<file path="src/rtl/pmd_pkg.sv">
package pmd_pkg;
  typedef enum logic [2:0] {
    SP_NONE = 3'd0,
    SP_IO   = 3'd1,
    SP_BYTE = 3'd2,
    SP_DATA = 3'd3,
    SP_PROG = 3'd4
  } space_e;
endpackage

</file>
<file path="src/rtl/pmd_space_classify.sv">
module pmd_space_classify
  import pmd_pkg::*;
(
  input  logic   iom_n,
  input  logic   bdm_n,
  input  logic   dmem_n,
  input  logic   pmem_n,
  output space_e space
);
  logic [3:0] act;
  logic [2:0] n_act;

  assign act = {~pmem_n, ~dmem_n, ~bdm_n, ~iom_n};

  always_comb begin
    n_act = '0;
    for (int i = 0; i < 4; i++) n_act = n_act + 3'(act[i]);
  end

  always_comb begin
    space = SP_NONE;
    if (n_act == 3'd1) begin
      unique case (1'b1)
        act[0]:  space = SP_IO;
        act[1]:  space = SP_BYTE;
        act[2]:  space = SP_DATA;
        default: space = SP_PROG;
      endcase
    end
  end
endmodule

</file>
<file path="src/rtl/pmd_page_reg.sv">
module pmd_page_reg #(
  parameter int PAGE_W = 8
) (
  input  logic              clk,
  input  logic              rst_n,
  input  logic              ld,
  input  logic [PAGE_W-1:0] d,
  output logic [PAGE_W-1:0] q
);
  always_ff @(posedge clk or negedge rst_n) begin
    if (!rst_n)  q <= '0;
    else if (ld) q <= d;
  end
endmodule

</file>
<file path="src/rtl/pmd_sector_decode.sv">
module pmd_sector_decode
  import pmd_pkg::*;
#(
  parameter int ADDR_W  = 18,
  parameter int SECT_N  = 8,
  parameter int SECT_AW = 14,
  parameter int PAGE_W  = 8,
  localparam int SECT_W = $clog2(SECT_N),
  localparam int OFF_W  = SECT_W + SECT_AW
) (
  input  space_e            space,
  input  logic [ADDR_W-1:0] addr,
  input  logic [PAGE_W-1:0] page,
  output logic [SECT_N-1:0] sector_sel,
  output logic [OFF_W-1:0]  byte_off
);
  logic              byte_hit, data_hit, hit;
  logic [SECT_W-1:0] sect_idx;

  assign byte_hit = (space == SP_BYTE) && (addr[ADDR_W-1:OFF_W] == '0);
  assign data_hit = (space == SP_DATA) && (addr[ADDR_W-1:SECT_AW] == '0)
                    && (page < PAGE_W'(SECT_N));
  assign hit      = byte_hit || data_hit;
  assign sect_idx = byte_hit ? addr[OFF_W-1:SECT_AW] : page[SECT_W-1:0];

  for (genvar s = 0; s < SECT_N; s++) begin : g_sel
    assign sector_sel[s] = hit && (sect_idx == SECT_W'(s));
  end

  assign byte_off = hit ? {sect_idx, addr[SECT_AW-1:0]} : '0;
endmodule

</file>
<file path="src/rtl/pmd_io_decode.sv">
module pmd_io_decode
  import pmd_pkg::*;
#(
  parameter int                ADDR_W    = 18,
  parameter int                CTL_AW    = 8,
  parameter int                UART_AW   = 3,
  parameter int                PAGE_W    = 8,
  parameter int                DATA_W    = 16,
  parameter logic [ADDR_W-1:0] CTL_BASE  = '0,
  parameter logic [ADDR_W-1:0] UART_BASE = ADDR_W'('h200),
  parameter logic [CTL_AW-1:0] PAGE_OFS  = CTL_AW'('hE0)
) (
  input  space_e            space,
  input  logic [ADDR_W-1:0] addr,
  input  logic              rd_n,
  input  logic              wr_n,
  input  logic [PAGE_W-1:0] page,
  output logic              ctl_sel,
  output logic              uart_cs_n,
  output logic              page_ld,
  output logic [DATA_W-1:0] rdata
);
  logic is_io, at_page;

  assign is_io     = (space == SP_IO);
  assign ctl_sel   = is_io && (addr[ADDR_W-1:CTL_AW] == CTL_BASE[ADDR_W-1:CTL_AW]);
  assign uart_cs_n = !(is_io && (addr[ADDR_W-1:UART_AW] == UART_BASE[ADDR_W-1:UART_AW]));
  assign at_page   = ctl_sel && (addr[CTL_AW-1:0] == PAGE_OFS);
  assign page_ld   = at_page && !wr_n;
  assign rdata     = (at_page && !rd_n) ? {(DATA_W-PAGE_W)'(0), page} : '0;
endmodule

</file>
<file path="src/rtl/paged_mem_decode.sv">
module paged_mem_decode
  import pmd_pkg::*;
#(
  parameter int ADDR_W  = 18,
  parameter int SECT_N  = 8,
  parameter int SECT_AW = 14,
  parameter int PAGE_W  = 8,
  parameter int DATA_W  = 16,
  parameter int CTL_AW  = 8,
  parameter int UART_AW = 3,
  localparam int OFF_W  = $clog2(SECT_N) + SECT_AW
) (
  input  logic              clk,
  input  logic              rst_n,
  input  logic [ADDR_W-1:0] addr,
  input  logic              iom_n,
  input  logic              bdm_n,
  input  logic              dmem_n,
  input  logic              pmem_n,
  input  logic              rd_n,
  input  logic              wr_n,
  input  logic [DATA_W-1:0] wdata,
  output logic [DATA_W-1:0] rdata,
  output logic [SECT_N-1:0] sector_sel,
  output logic              ctl_sel,
  output logic              uart_cs_n,
  output logic [OFF_W-1:0]  byte_off
);
  space_e            space;
  logic [PAGE_W-1:0] page;
  logic              page_ld;

  pmd_space_classify u_cls (
    .iom_n (iom_n), .bdm_n (bdm_n), .dmem_n (dmem_n), .pmem_n (pmem_n),
    .space (space)
  );

  pmd_page_reg #(.PAGE_W(PAGE_W)) u_page (
    .clk (clk), .rst_n (rst_n), .ld (page_ld),
    .d (wdata[PAGE_W-1:0]), .q (page)
  );

  pmd_sector_decode #(
    .ADDR_W (ADDR_W), .SECT_N (SECT_N), .SECT_AW (SECT_AW), .PAGE_W (PAGE_W)
  ) u_sect (
    .space (space), .addr (addr), .page (page),
    .sector_sel (sector_sel), .byte_off (byte_off)
  );

  pmd_io_decode #(
    .ADDR_W (ADDR_W), .CTL_AW (CTL_AW), .UART_AW (UART_AW),
    .PAGE_W (PAGE_W), .DATA_W (DATA_W)
  ) u_io (
    .space (space), .addr (addr), .rd_n (rd_n), .wr_n (wr_n), .page (page),
    .ctl_sel (ctl_sel), .uart_cs_n (uart_cs_n), .page_ld (page_ld), .rdata (rdata)
  );
endmodule

</file>
<file path="config.mk">
export PLATFORM = sky130hd
export DESIGN_NAME = paged_mem_decode
export DESIGN_NICKNAME = d
export VERILOG_FILES = /design/src/rtl/pmd_pkg.sv /design/src/rtl/pmd_space_classify.sv /design/src/rtl/pmd_page_reg.sv /design/src/rtl/pmd_sector_decode.sv /design/src/rtl/pmd_io_decode.sv /design/src/rtl/paged_mem_decode.sv
export SDC_FILE = /design/constraint.sdc
export NUM_CORES = 1
export LEC_CHECK = 0
export BUFFER_PORTS_ARGS = -buffer_cell sky130_fd_sc_hd__buf_4
export CAP_MARGIN = 20
export CORE_MARGIN = 2
export CORE_UTILIZATION = 38
export DETAILED_ROUTE_END_ITERATION = 8
export PLACE_DENSITY = 0.86
export RECOVER_POWER = 25
export SLEW_MARGIN = 30
export SYNTH_ARGS = -nofsm -noshare
export SYNTH_HDL_FRONTEND = slang
export SYNTH_SLANG_ARGS = --single-unit
</file>
<file path="constraint.sdc">
create_clock -name clk -period 3.38 [get_ports clk]
set_clock_uncertainty 0.15 [all_clocks]
set_input_delay 0.169 -clock clk [delete_from_list [all_inputs] [get_ports clk]]
set_output_delay 0.169 -clock clk [all_outputs]
set_load 0.02 [all_outputs]
</file>
==> qor.yml, run 1 <==
ys_top_cells_by_area: "dfrtp_1 (20%), and2_1 (14%), mux2_2 (8.0%)"
critPathLaunch: "iom_n"
synth_cell_types: 34
finalSetupViolCount: 0
power_density_nw_per_um2: 166
reg.largest.list: "u_page.q (8)"
peakVddDrop_uv: 169
synth_cells: 112
cp-start-kind: "input pin"
clock_latency_ns: 0.24
hold_violations: 0
ys_seq_area_frac: 0.203
layout_commonest_cell: "buf_4"
yosysTopAreaCell: "dfrtp_1"
cp_max_fo: 6
drv_slew: 0
io_buffers: 68
tightest_slew_ns: 0.971
start_util: 0.398
fin_crit_sh: 0.919
row_count: 18
drtIter0Drc: 6
io_pins: 85
setup_tns_ns: 0
root_buffer: "clkbuf_4"
critical_path_class: "input pin to output pin"
status: "finished clean"
largest_register_ffs: 8
diodes: 0
top_register: "u_page.q"
clock-sinks: 8
drc_errors: 0
min_period_ns: 3.11
clk_pin_slew_ns: 0.05
p_leak_nw: 0.809
avgViaCountPerCell: 4.84
grt_start_max_net_pins: 15
wire_per_inst_um: 12.9
place_congestion: 0.787
die_width_um: 54.9
die_h_um: 54.9
avgSynthCellArea_um2: 8.80
grt_use_total: 0.184
timing.max_cap.violations: 0
area_growth_pct: 55.3
power_w: 0.000254
firstDrtPassIters: 4
grt_pass1_vias: 995
antenna_found_initial: 0
hp-start: "wdata[3]"
dr_total_vias: 1035
core_um2: 2480
grt.overflow.total: 0
rsz0062_at_grt: "no"
worst_ep_required_time_ns: 3.06
synth_top_area_frac: 0.203
worst_ep_arrival_time_ns: 2.79
grt_first_pass_wirelength_um: 4070
yosys_warnings: 0
worstSetupEndpointType: "output pin"
syn_area_um2: 986
die-area_um2: 3020
cts_tree: "built"
hp-class: "input pin to flip-flop"
routed_wirelength_um: 2750
fmax_mhz: 322
relSlewSlack: 0.347
cts_buffers: 3
clockBufferDepth: 2
layout_common_cells: "buf_4 (69), and2_1 (22), conb_1 (8), dfrtp_1 (8)"
hpwl_um: 2320
drive_gt1_frac: 0.467
final_nets: 231
ant_nets: 0
yosys_register_bits: 8
r2r-start: "u_page.q[0]"
post_cts_resize_count: 0
h-tree-depth: 1
## cell type report
cell class | instances | area [um^2]
well taps | 30 | 37.5
inverters | 4 | 15.0
repair buffers | 73 | 546
multi-input cells | 96 | 711
flip-flops and latches | 8 | 200
clock buffers | 3 | 22.5
fillers | 221 | 946
## cells in the mapped netlist
library cell / number
a211o_1: 1
a211oi_1: 1
a21oi_1: 1
and2_1: 22
and3_1: 1
buf_2: 1
buf_4: 8
clkbuf_1: 2
conb_1: 1
dfrtp_1: 8
fa_1: 1
ha_1: 2
inv_1: 4
mux2_1: 1
mux2_2: 7
mux2i_1: 6
mux2i_2: 1
nand2_1: 7
nand2b_1: 2
nand3_2: 1
nand3b_1: 2
nand4b_1: 1
nor2_1: 5
nor2b_1: 5
nor3_1: 4
nor3b_1: 4
nor3b_2: 1
nor4_1: 3
nor4_2: 1
nor4_4: 3
nor4bb_1: 1
or3_1: 2
or4_1: 1
or4b_2: 1
## cell families after synthesis
family,count (synthesis),synth area share
AOI/OAI and AO/OA,3,0.0216
adders and majority gates,3,0.0457
buffers and inverters,15,0.0888
DFF,8,0.203
muxes,15,0.166
other,1,0.00380
and+or+nand+nor,67,0.471
## what timing repair did
item | in CTS | in global routing
setup buffers | 0 | 0
hold buffers | 2 | 0
hold endpoints to repair | 9 | 0
setup endpoints to repair | 0 | 0
## metal layers
| layer | wire (um) | GRT usage | vias to the layer above |
|---|---|---|---|
| li1 | - | - | 521 |
| met1 | 1050 | 0.188 | 462 |
| met2 | 1430 | 0.389 | 52 |
| met3 | 266 | 0.0296 | 0 |
| met4 | 0 | 0.0244 | 0 |
| met5 | 0 | 0 | - |
## report_power, final
part	leakage (nW)	switching, W	total, W	internal (W)
Combinational	0.683	0.0000458	0.0000908	0.0000450
Sequential	0.112	0.000000000404	0.0000960	0.0000960
Clock	0.0138	0.0000267	0.0000670	0.0000402
## per-stage QoR
step / instance area, um^2 / util / hold slack (ns) / setup WS (ns) / instances
5_1_grt: 1530 / 0.618 / 0.00383 / 0.167 / 214
3_3_place_gp: 1510 / 0.610 / -0.162 / 0.469 / 209
2_1_floorplan: 1010 / - / -0.277 / 0.521 / 119
6_report: 1530 / 0.618 / 0.0113 / 0.274 / 214
3_5_place_dp: 1510 / 0.610 / -0.159 / 0.368 / 209
4_1_cts: 1550 / 0.627 / 0.00668 / 0.395 / 214
## worst max-delay path, cell delays in order
cell and delay [ns]:
buf_4 0.11, inv_1 0.05, ha_1 0.31, fa_1 0.38, ha_1 0.29, nor3b_1 0.27, buf_4 0.18, nand3b_1 0.13
buf_4 0.20, mux2i_1 0.20, nor3b_1 0.30, buf_4 0.20
## worst paths after layout
check                                      to  slack (ns)  cells past startpoint
worst max register to register    u_page.q[0]        2.39                      1
worst max-delay path            sector_sel[7]        0.27                     12
worst min register to register    u_page.q[7]        0.38                      1
min in group asynchronous         u_page.q[4]        0.24                      2
max in group asynchronous         u_page.q[0]        2.54                      2
worst min-delay path              u_page.q[3]        0.01                      2
Power figures use the tool's default switching activity.
==> inputs of run 2 (changes only) <==
- MAX_ROUTING_LAYER: default -> met4
==> run 2 against run 1 <==
Against the previous run: combinational power barely moved; maximum frequency is the same; worst setup slack unchanged; utilization unchanged; sequential share of layout area is the same; non-clock buffer count is the same; total power about the same; hold slack hardly changed; cell area stayed put; first-iteration DRC count is the same; sequential power hardly changed; final cell count unchanged.
==> qor.yml, run 2 (same netlist as run 1, synthesis figures left out) <==
routed_wirelength_um: 2750  # about the same
drtIter0Drc: 6  # unchanged
clk_pin_slew_ns: 0.05  # about the same
pre_cts_ws_ns: 0.368  # unchanged
hp-class: "input pin to flip-flop"  # unchanged
io_buffers: 68  # unchanged
min_period_ns: 3.11  # unchanged
area_growth_pct: 55.3  # unchanged
fillers: 221  # unchanged
die-area_um2: 3020  # unchanged
layout_commonest_cell: "buf_4"  # unchanged
worst_ep_required_time_ns: 3.06  # about the same
diodes: 0  # unchanged
placed_area_um2: 1510  # unchanged
die_h_um: 54.9  # unchanged
io_pins: 85  # unchanged
hpwl_um: 2320  # unchanged
fin_crit_sh: 0.919  # unchanged
clockBufferDepth: 2  # unchanged
avgViaCountPerCell: 4.84  # unchanged
reg2reg_slack_ns: 2.39  # about the same
top_register: "u_page.q"  # unchanged
worstSetupEndpointType: "output pin"  # unchanged
timing.max_cap.violations: 0  # unchanged
fmax_mhz: 322  # unchanged
grt_start_max_net_pins: 15  # unchanged
cp_max_fo: 6  # unchanged
setup_tns_ns: 0  # unchanged
core_um2: 2480  # unchanged
p_leak_nw: 0.809  # unchanged
finalSetupViolCount: 0  # unchanged
regArea_um2: 200  # unchanged
post_cts_buffers: 0  # unchanged
relSlewSlack: 0.347  # about the same
dr_total_vias: 1035  # unchanged
wire_per_inst_um: 12.9  # about the same
status: "finished clean"  # unchanged
ant_nets: 0  # unchanged
firstDrtPassIters: 4  # unchanged
drive_gt1_frac: 0.467  # unchanged
grt_first_pass_wirelength_um: 4070  # unchanged
layout_setup_ws_ns: 0.274  # unchanged
reg.largest.list: "u_page.q (8)"  # unchanged
final_nets: 231  # unchanged
worst_ep_arrival_time_ns: 2.79  # about the same
row_count: 18  # unchanged
grt.overflow.total: 0  # unchanged
antenna_found_initial: 0  # unchanged
largest_register_ffs: 8  # unchanged
root_buffer: "clkbuf_4"  # unchanged
peakVddDrop_uv: 170  # was 169 uV
stdcell_area_um2: 1530  # unchanged
layout_common_cells: "buf_4 (69), and2_1 (22), conb_1 (8), dfrtp_1 (8)"  # unchanged
die_width_um: 54.9  # unchanged
cp-start-kind: "input pin"  # unchanged
hold_violations: 0  # unchanged
cts_tree: "built"  # unchanged
power_w: 0.000254  # about the same
drv_slew: 0  # unchanged
critical_path_class: "input pin to output pin"  # unchanged
grt_use_total: 0.189  # was 0.184
post_cts_resize_count: 0  # unchanged
utilization: 0.618  # unchanged
start_util: 0.398  # unchanged
clock_latency_ns: 0.24  # about the same
tightest_slew_ns: 0.971  # about the same
rsz0062_at_grt: "no"  # unchanged
grt_pass1_vias: 995  # unchanged
cts_buffers: 3  # unchanged
place_congestion: 0.798  # was 0.787
multi_input_area_um2: 711  # unchanged
h-tree-depth: 1  # unchanged
drc_errors: 0  # unchanged
power_density_nw_per_um2: 166  # about the same
postCtsHoldBufs: 2  # unchanged
clock-sinks: 8  # unchanged
-- run 2: path summary, 6_finish.rpt --
kind	start	end	depth (start not counted)
min in group asynchronous	rst_n	u_page.q[4]	2
worst max register to register	u_page.q[0]	u_page.q[0]	1
worst min register to register	u_page.q[7]	u_page.q[7]	1
worst max-delay path	iom_n	sector_sel[7]	12
worst min-delay path	wdata[3]	u_page.q[3]	2
max in group asynchronous	rst_n	u_page.q[0]	2
-- run 2: final cells by class --
type	count	share of cell area
Timing Repair Buffer	73	0.356
Clock buffer	3	0.0147
Tap cell	30	0.0245
Sequential cell	8	0.131
Multi-Input combinational cell	96	0.464
Inverter	4	0.00980
-- run 2: where the power goes --
part	leakage, nW	switching, W	internal (W)
sequential	0.112	0.000000000404	0.0000960
combinational	0.683	0.0000458	0.0000450
clock	0.0138	0.0000268	0.0000403
-- run 2: critical path: stages --
cell,delay [ns]
buf_4,0.11
inv_1,0.05
ha_1,0.31
fa_1,0.38
ha_1,0.29
nor3b_1,0.27
buf_4,0.18
nand3b_1,0.13
buf_4,0.20
mux2i_1,0.20
nor3b_1,0.30
buf_4,0.20
-- run 2: routing by layer --
| layer | vias to the layer above | track usage | share of wire |
|---|---|---|---|
| li1 | 521 | - | - |
| met1 | 462 | 0.194 | 0.39 |
| met2 | 52 | 0.389 | 0.52 |
| met3 | 0 | 0.0188 | 0.093 |
| met4 | 0 | 0.0244 | 0 |
| met5 | - | - | 0 |
-- run 2: stage by stage --
step,hold WS (ns),instances
finish,0.0110,214
global placement,-0.162,209
global route,0.00383,214
detailed placement,-0.159,209
floorplan,-0.277,119
CTS,0.00668,214
==> inputs of run 3 (changes only) <==
- CORE_UTILIZATION: 38 -> 34
- PLACE_DENSITY: 0.86 -> default
- PLACE_DENSITY_LB_ADDON: default -> 0.2
- clock period: 3.38 -> 2.62 ns (I/O delays scaled with it)
==> run 3 against run 2 <==
Against the previous run: the run now ends with setup timing left; cell area is 20% higher; first-iteration DRC count rose to 7.7 times the previous value; non-clock buffer count up 19; flip-flop and latch count unchanged; sequential power rose by 29%; register-to-register slack worse by 0.76 ns; critical endpoint is now sector_sel[1]; highest routed layer unchanged.
==> qor.yml, run 3 (same netlist as run 1, synthesis figures left out) <==
status: "finished with violations"  # was finished clean
violations: "setup timing"
rsz0062_at_grt: "yes"  # was no
hp-class: "input pin to asynchronous set/reset pin"  # was input pin to flip-flop
finalSetupViolCount: 2  # was 0
root_buffer: "clkbuf_4"  # unchanged
clockBufferDepth: 2  # unchanged
p_sw_frac: 0.291  # was 0.286
final_nets: 250  # was 231
timing.max_cap.violations: 0  # unchanged
routed_wirelength_um: 2990  # was 2750 um
pre_cts_ws_ns: -0.0757  # was 0.368 ns
worst_ep_arrival_time_ns: 2.35  # was 2.79 ns
h-tree-depth: 1  # unchanged
combinationalPowerShare: 0.429  # was 0.358
finalNonFillerCells: 234  # was 214
min_period_ns: 2.64
fin_crit_sh: 1.01
reg2reg_slack_ns: 1.63  # was 2.39 ns
grt.overflow.total: 0  # unchanged
seqPwrFrac: 0.331  # was 0.378
drive_gt1_frac: 0.571  # was 0.467
layout_commonest_cell: "buf_4"  # unchanged
drv_slew: 0  # unchanged
wire_per_inst_um: 12.8  # was 12.9 um
p_leak_nw: 0.909  # was 0.809 nW
cp_max_fo: 6  # unchanged
setup_tns_ns: -0.0286  # was 0 ns
fmax_mhz: 379
die-area_um2: 3350  # was 3020 um^2
worstSetupEndpointType: "output pin"  # unchanged
antenna_found_initial: 0  # unchanged
grt_pass1_vias: 1116  # was 995
worst_ep_required_time_ns: 2.34  # was 3.06 ns
critical_path_class: "input pin to output pin"  # unchanged
diodes: 0  # unchanged
r2r-start: "u_page.q[0]"  # unchanged
cts_tree: "built"  # unchanged
peakVddDrop_uv: 234  # was 170 uV
worstRegToRegCells: 1  # unchanged
row_count: 19  # was 18
io_pins: 85  # unchanged
drtIter0Drc: 46  # was 6
hpwl_um: 2380  # was 2320 um
netSwitchingPower_w: 0.000109  # was 0.0000727 W
clkPwrFrac: 0.240  # was 0.264
core_um2: 2760  # was 2480 um^2
intPower_w: 0.000265  # was 0.000181 W
cp-start-kind: "input pin"  # unchanged
worstSetupEndpoint: "sector_sel[1]"  # was sector_sel[7]
start_util: 0.358  # was 0.398
io_buffers: 68  # unchanged
clock_latency_ns: 0.24  # about the same
layout_setup_ws_ns: -0.0155  # was 0.274 ns
ant_nets: 0  # unchanged
top_register: "u_page.q"  # unchanged
dr_total_vias: 1131  # was 1035
avgViaCountPerCell: 4.83  # was 4.84
cts_buffers: 3  # unchanged
hold_violations: 0  # unchanged
drc_errors: 0  # unchanged
dp.cells: 216  # was 209
clk_pin_slew_ns: 0.05  # about the same
place_congestion: 0.724  # was 0.798
r2r-end: "u_page.q[0]"  # unchanged
critPathLaunch: "bdm_n"  # was iom_n
grt_start_max_net_pins: 16  # was 15
placed_area_um2: 1610  # was 1510 um^2
grt_use_total: 0.188  # was 0.189
power_density_nw_per_um2: 203  # was 166 nW/um^2
grt_first_pass_wirelength_um: 4820  # was 4070 um
fillers: 229  # was 221
die_width_um: 57.9  # was 54.9 um
area_growth_pct: 87.1  # was 55.3%
stdcell_area_um2: 1840  # was 1530 um^2
clock-sinks: 8  # unchanged
largest_register_ffs: 8  # unchanged
layout_common_cells: "buf_4 (75), and2_1 (22), dlygate4sd3_1 (9)"  # was buf_4 (69), and2_1 (22), conb_1 (8), dfrtp_1 (8)
reg.largest.list: "u_page.q (8)"  # unchanged
firstDrtPassIters: 4  # unchanged
die_h_um: 57.9  # was 54.9 um
==> run 3: cell count changes in the layout (fill, tap and decap cells not counted), moves of 3 or more <==
| cell | change |
|---|---|
| nor3_2 | +3 |
| mux2i_1 | -3 |
| dlygate4sd3_1 | +7 |
| nor3b_2 | +4 |
| buf_6 | +5 |
| nor3b_1 | -5 |
| buf_4 | +6 |
| nor3_1 | -3 |
==> run 3: cell type report <==
| type | instances | area [um^2] | share of cell area |
|---|---|---|---|
| flip-flops and latches | 8 | 200 | 0.109 |
| inverters | 4 | 22.5 | 0.0122 |
| well taps | 31 | 38.8 | 0.0210 |
| repair buffers | 92 | 732 | 0.397 |
| clock buffers | 3 | 22.5 | 0.0122 |
| multi-input cells | 96 | 828 | 0.449 |
==> run 3: how the worst min path moves through the flow <==
stage / cells past startpoint / from / end
finish: 2 / rst_n / u_page.q[5]
global route: 2 / rst_n / u_page.q[0]
global placement: 1 / rst_n / u_page.q[1]
CTS: 2 / rst_n / u_page.q[2]
detailed placement: 1 / rst_n / u_page.q[1]
floorplan: 0 / rst_n / u_page.q[0]
==> run 3: power groups by stage <==
stage	sequential, W	clock [W]	combinational [W]
3_3_place_gp	0.000126	0	0.000127
2_1_floorplan	0.000126	0	0.0000684
4_1_cts	0.000124	0.0000959	0.000154
5_1_grt	0.000123	0.000109	0.000174
6_report	0.000124	0.0000898	0.000161
3_5_place_dp	0.000126	0	0.000132
==> run 3: timing repair <==
action                                 4_1_cts  5_1_grt
hold buffers                                 9        0
endpoints found under the hold margin       16        0
resized for setup                           14        9
setup buffers                                3        3
setup endpoints to repair                    9       20
pin swaps                                    7        5
==> run 3: worst max-delay path: stages <==
cell      delay (ns)
buf_8           0.10
inv_6           0.05
ha_4            0.20
fa_2            0.36
ha_4            0.23
nor3b_4         0.19
buf_4           0.15
nand3b_1        0.18
buf_6           0.20
mux2i_1         0.31
nor3b_2         0.08
buf_4           0.17
==> run 3: stage by stage <==
step,total power [W],hold WS (ns),utilization
6_report,0.000374,0.197,0.669
5_1_grt,0.000407,0.212,0.669
4_1_cts,0.000373,0.0725,0.653
3_5_place_dp,0.000257,-0.195,0.582
3_3_place_gp,0.000253,-0.199,0.582
2_1_floorplan,0.000194,-0.315,-
==> run 3: layer usage <==
metal / routed length (um) / up-vias / part of all wire / GRT usage
li1: - / 558 / - / -
met1: 1120 / 522 / 0.37 / 0.192
met2: 1650 / 51 / 0.55 / 0.367
met3: 229 / 0 / 0.077 / 0.0268
met4: 0 / 0 / 0 / 0.0498
met5: 0 / - / 0 / -
